--- config.mk ---
export PLATFORM = sky130hd
export DESIGN_NAME = uart_rx_status
export DESIGN_NICKNAME = d
export VERILOG_FILES = /design/src/rtl/uart_rx_status_pkg.sv /design/src/rtl/uart_rx_status_ctrl.sv /design/src/rtl/uart_rx_status_datapath.sv /design/src/rtl/uart_rx_status.sv
export SDC_FILE = /design/constraint.sdc
export NUM_CORES = 1
export LEC_CHECK = 0
export BUFFER_PORTS_ARGS = -buffer_cell sky130_fd_sc_hd__buf_2
export CORE_MARGIN = 2
export CORE_UTILIZATION = 40
export CTS_BUF_LIST = sky130_fd_sc_hd__clkbuf_16
export DETAILED_ROUTE_END_ITERATION = 16
export PLACE_DENSITY_LB_ADDON = 0.1
export SLEW_MARGIN = 0
export SYNTH_ARGS = -nofsm -noshare
export SYNTH_HDL_FRONTEND = slang
export SYNTH_SLANG_ARGS = --single-unit
--- constraint.sdc ---
create_clock -name clk -period 2.9 [get_ports clk]
set_input_delay 0.29 -clock clk [delete_from_list [all_inputs] [get_ports clk]]
set_output_delay 0.29 -clock clk [all_outputs]
set_load 0.02 [all_outputs]
--- src/rtl/uart_rx_status_pkg.sv ---
package uart_rx_status_pkg;
  typedef struct packed {
    logic loadChar;
    logic setOverrun;
    logic clearFlags;
  } rxStrobes_t;
endpackage

--- src/rtl/uart_rx_status_ctrl.sv ---
module uart_rx_status_ctrl
  import uart_rx_status_pkg::*;
(
  input  logic       clk,
  input  logic       rstN,
  input  logic       charValid,
  input  logic       idleDetect,
  input  logic       statusRead,
  input  logic       dataRead,
  output rxStrobes_t strobes,
  output logic       fullFlag,
  output logic       overrunFlag,
  output logic       idleFlag
);
  logic clearArmed;
  logic idleEnable;
  logic clearNow;

  assign clearNow = dataRead & clearArmed;

  always_comb begin
    strobes.clearFlags = clearNow;
    strobes.loadChar   = charValid & (~fullFlag | clearNow);
    strobes.setOverrun = charValid & fullFlag & ~clearNow;
  end

  always_ff @(posedge clk) begin
    if (!rstN) begin
      clearArmed  <= 1'b0;
      idleEnable  <= 1'b1;
      fullFlag    <= 1'b0;
      overrunFlag <= 1'b0;
      idleFlag    <= 1'b0;
    end else begin
      if (dataRead)
        clearArmed <= 1'b0;
      else if (statusRead && (fullFlag || overrunFlag || idleFlag))
        clearArmed <= 1'b1;

      if (strobes.loadChar)
        fullFlag <= 1'b1;
      else if (clearNow)
        fullFlag <= 1'b0;

      if (strobes.setOverrun)
        overrunFlag <= 1'b1;
      else if (clearNow)
        overrunFlag <= 1'b0;

      if (clearNow)
        idleFlag <= 1'b0;
      else if (idleDetect && idleEnable)
        idleFlag <= 1'b1;

      if (strobes.loadChar)
        idleEnable <= 1'b1;
      else if (clearNow && idleFlag)
        idleEnable <= 1'b0;
    end
  end

  assert_load_sets_full_R2: assert property (@(posedge clk) disable iff (!rstN)
    strobes.loadChar |=> fullFlag);

  assert_overrun_on_full_R4: assert property (@(posedge clk) disable iff (!rstN)
    (charValid && fullFlag && !dataRead) |=> overrunFlag);

  assert_unarmed_read_inert_R5: assert property (@(posedge clk) disable iff (!rstN)
    (dataRead && !clearArmed && !charValid && fullFlag) |=> fullFlag);

  assert_race_no_overrun_R6: assert property (@(posedge clk) disable iff (!rstN)
    (charValid && clearNow) |=> (fullFlag && !overrunFlag));

  assert_idle_stays_clear_R10: assert property (@(posedge clk) disable iff (!rstN)
    (!idleFlag && !idleEnable) |=> !idleFlag);
endmodule

--- src/rtl/uart_rx_status_datapath.sv ---
module uart_rx_status_datapath
  import uart_rx_status_pkg::*;
#(
  parameter int DATA_W = 8
) (
  input  logic              clk,
  input  logic              rstN,
  input  rxStrobes_t        strobes,
  input  logic              nineBitMode,
  input  logic [DATA_W:0]   charData,
  input  logic              charNoise,
  input  logic              charFrame,
  input  logic              charParity,
  output logic [DATA_W-1:0] rxData,
  output logic              rxBit8,
  output logic              noiseFlag,
  output logic              frameFlag,
  output logic              parityFlag
);
  localparam int EXTRA_BIT = DATA_W;

  always_ff @(posedge clk) begin
    if (!rstN) begin
      rxData     <= '0;
      rxBit8     <= 1'b0;
      noiseFlag  <= 1'b0;
      frameFlag  <= 1'b0;
      parityFlag <= 1'b0;
    end else if (strobes.loadChar) begin
      rxData     <= charData[DATA_W-1:0];
      noiseFlag  <= charNoise;
      frameFlag  <= charFrame;
      parityFlag <= charParity;
      if (nineBitMode)
        rxBit8 <= charData[EXTRA_BIT];
    end else if (strobes.clearFlags) begin
      noiseFlag  <= 1'b0;
      frameFlag  <= 1'b0;
      parityFlag <= 1'b0;
    end
  end

  assert_overrun_keeps_buffer_R4: assert property (@(posedge clk) disable iff (!rstN)
    strobes.setOverrun |=> ($stable(rxData) && $stable(rxBit8) && $stable(noiseFlag)
                            && $stable(frameFlag) && $stable(parityFlag)));

  assert_bit8_held_R8: assert property (@(posedge clk) disable iff (!rstN)
    !nineBitMode |=> $stable(rxBit8));
endmodule

--- src/rtl/uart_rx_status.sv ---
module uart_rx_status
  import uart_rx_status_pkg::*;
#(
  parameter int DATA_W = 8
) (
  input  logic              clk,
  input  logic              rstN,
  input  logic              nineBitMode,
  input  logic              charValid,
  input  logic [DATA_W:0]   charData,
  input  logic              charNoise,
  input  logic              charFrame,
  input  logic              charParity,
  input  logic              idleDetect,
  input  logic              statusRead,
  input  logic              dataRead,
  output logic [DATA_W-1:0] rxData,
  output logic              rxBit8,
  output logic              fullFlag,
  output logic              idleFlag,
  output logic              overrunFlag,
  output logic              noiseFlag,
  output logic              frameFlag,
  output logic              parityFlag
);
  rxStrobes_t strobes;

  uart_rx_status_ctrl i_ctrl (
    .clk(clk), .rstN(rstN), .charValid(charValid), .idleDetect(idleDetect),
    .statusRead(statusRead), .dataRead(dataRead), .strobes(strobes),
    .fullFlag(fullFlag), .overrunFlag(overrunFlag), .idleFlag(idleFlag)
  );

  uart_rx_status_datapath #(.DATA_W(DATA_W)) i_datapath (
    .clk(clk), .rstN(rstN), .strobes(strobes), .nineBitMode(nineBitMode),
    .charData(charData), .charNoise(charNoise), .charFrame(charFrame),
    .charParity(charParity), .rxData(rxData), .rxBit8(rxBit8),
    .noiseFlag(noiseFlag), .frameFlag(frameFlag), .parityFlag(parityFlag)
  );

  assert_errors_need_full_R3: assert property (@(posedge clk) disable iff (!rstN)
    (noiseFlag || frameFlag || parityFlag) |-> fullFlag);
endmodule

==> flow_summary_export.csv <==
group,metric,value,unit
synth,synth_area_leader_cell,"dfxtp_1",
worst_setup_path,critPathTopFamily,"simple AND/OR/NAND/NOR gates",
synth,syn_avg_cell_area,9.27,um^2
place,routabilityCongestion,0.670,
timing,clock_skew,2.61,ps
layout,final_cell_mix,"buf_2 (33), nand2_1 (25), dfxtp_1 (17), mux2i_1 (12), nand3_1 (4)",
worst_setup_path,worstPathArrival,1370,ps
synth,ys_seq_area_frac,0.496,
route,drt_wl_total,1350,um
place,placedCellCount,119,
global_routing,grt_max_degree,29,
layout,largest_register,"i_datapath.rxData",
cts,cts_root_buffer,"clkbuf_16",
synth,yosysWarnings,0,
power_and_ir_drop,power_density,661,mW/mm^2
power_and_ir_drop,power_leakage,0.000464,uW
cts,path_clk_slew,50,ps
global_routing,grt_pass1_vias,508,
synth,syn-num-nets,93,
layout,mostFrequentLayoutCell,"buf_2",
worst_setup_path,crit_fanout,12,
timing,setup_viol,0,
route,drt_first_pass_iters,4,
worst_setup_path,crit_end,"i_datapath.rxData[2]",
layout,largest_reg_flops,8,
floorplanning,die_area,0.00206,mm^2
route,ant_nets,0,
worst_setup_path,crit_start,"i_ctrl.fullFlag",
route,viasPerCell,4.68,
route,drt_iter0_drc,11,
timing,rsz0062_at_grt,"no",
synth,ys_types,14,
layout,finalNonFillerCells,123,
worst_setup_path,end_kind,"flop",
cts,postCtsSetupRepairBufs,0,
floorplanning,die_width,45.4,um
layout,regArea,340,um^2
power_and_ir_drop,peakVddDrop,0.000339,V
layout,stdcell_area,921,um^2
floorplanning,core_area,0.00156,mm^2
worst_setup_path,reg2reg_from,"i_ctrl.fullFlag",
floorplanning,die_h,45.4,um
place,dp_slack,1680,ps
timing,hold_violations,0,
floorplanning,io_pins,34,
cts,clk_path_buf_depth,2,
flow_run,maxCapViolCount,0,
cts,ctsResizeCount,0,
route,wl_per_cell,11.0,um
floorplanning,start_util,0.440,
synth,synth_top_area_frac,0.496,
timing,drv_slew,0,
synth,syn_area,686,um^2
worst_setup_path,critPathKind,"flop to flop",
layout,nFillCells,152,
timing,period_needed,1200,ps
worst_setup_path,cp-start-kind,"flop",
worst_setup_path,crit_cells,3,
route,via_count,576,
worst_setup_path,required,3070,ps
timing,tns,0,ps
layout,drive_gt1_frac,0.374,
synth,synthCells,74,
timing,max_slew_margin,0.697,
synth,ys_ff_latch,17,
cts,cts_sinks,17,
worst_hold_path,hold_path.class,"primary input to flop",
worst_setup_path,path_buf_inv,0,
layout,multi_input_area,315,um^2
layout,final_nets,127,
layout,insertedDiodeCount,0,
worst_setup_path,reg2reg_depth,3,
floorplanning,rows,14,
global_routing,grt_pass1_wl,2180,um
cts,hold_buffers,0,
cts,htree_levels,1,
cts,tritoncts,"built",
run_status,run_status,"complete, no violations",
global_routing,grt-ovfl-total,0,
route,route.detailed.drc,0,
place,hpwl,946,um
global_routing,antenna_found_initial,0,
worst_setup_path,path_cells,"a21boi_2, nor2b_4, mux2i_1",
timing,fin_ws,1700,ps
timing,timing.final.crit_share,0.414,
worst_setup_path,reg2reg_slack,1700,ps
place,portBuffers,33,
cts,cts_buffers,3,
worst_setup_path,crit_slowest_cell,"nor2b_4",
place,place_area,841,um^2
timing,worstMarginPinSlew,455,ps
layout,syn2layout_area_growth,34.3,%
global_routing,grtUsageTotal,0.151,
cts,insertion_delay,240,ps
synth,synth_area_leaders,"dfxtp_1 (50%), mux2i_1 (18%), nand2_1 (14%), nand3_1 (2.9%), a21oi_1 (2.2%)",
timing,fmax,0.833,GHz
worst_setup_path,r2r_end,"i_datapath.rxData[2]",
worst_setup_path,critPathMaxStageDelay,370,ps
final cells by class:
type                    count  area share
flip-flops and latches     17       0.370
repair buffers             33       0.179
well taps                  16      0.0217
clock buffers               3      0.0815
clock inverters             1     0.00543
multi-input cells          53       0.342
worst min path at each step:
stage,startpoint,to,slack (ps),depth (start not counted)
finish,dataRead,i_ctrl.clearArmed,270,2
global route,dataRead,i_ctrl.clearArmed,280,2
CTS,dataRead,i_ctrl.clearArmed,260,2
detailed placement,i_datapath.rxData[0],i_datapath.rxData[0],450,2
global placement,i_datapath.rxData[7],i_datapath.rxData[7],440,2
floorplan,dataRead,i_ctrl.clearArmed,370,1
cell usage after synthesis:
master / number
a21boi_2: 1
a21oi_1: 3
buf_2: 3
buf_8: 1
dfxtp_1: 17
mux2i_1: 12
nand2_1: 25
nand3_1: 4
nand3b_1: 1
nor2_1: 3
nor2b_4: 1
nor3b_1: 1
o21a_1: 1
or3_2: 1
metal layers:
layer  GRT usage  routed length [um]
met5           0                   0
met2       0.220                 594
met3      0.0437                  78
met4       0.106                  18
met1       0.191                 662
where the power goes:
group          switching [uW]  internal [uW]
sequential               8.33            249
clock                    85.6            184
combinational            46.6           34.9
metrics by stage:
step / total power (uW) / util / hold slack (ps)
after floorplan: 316 / - / 366
after global placement: 342 / 0.539 / 439
after detailed placement: 344 / 0.539 / 447
after CTS: 619 / 0.591 / 265
after global routing: 638 / 0.591 / 279
final: 608 / 0.591 / 266
cell families (layout without fill, tap and decap cells):
logic type      count (synthesis)  count (layout)  share of synthesized area
flops                          17              17                      0.496
mux                            12              12                      0.175
simple gates                   36              36                      0.235
compound gates                  5               5                     0.0493
buf+inv                         4              37                     0.0438
Power figures use the tool's default switching activity.
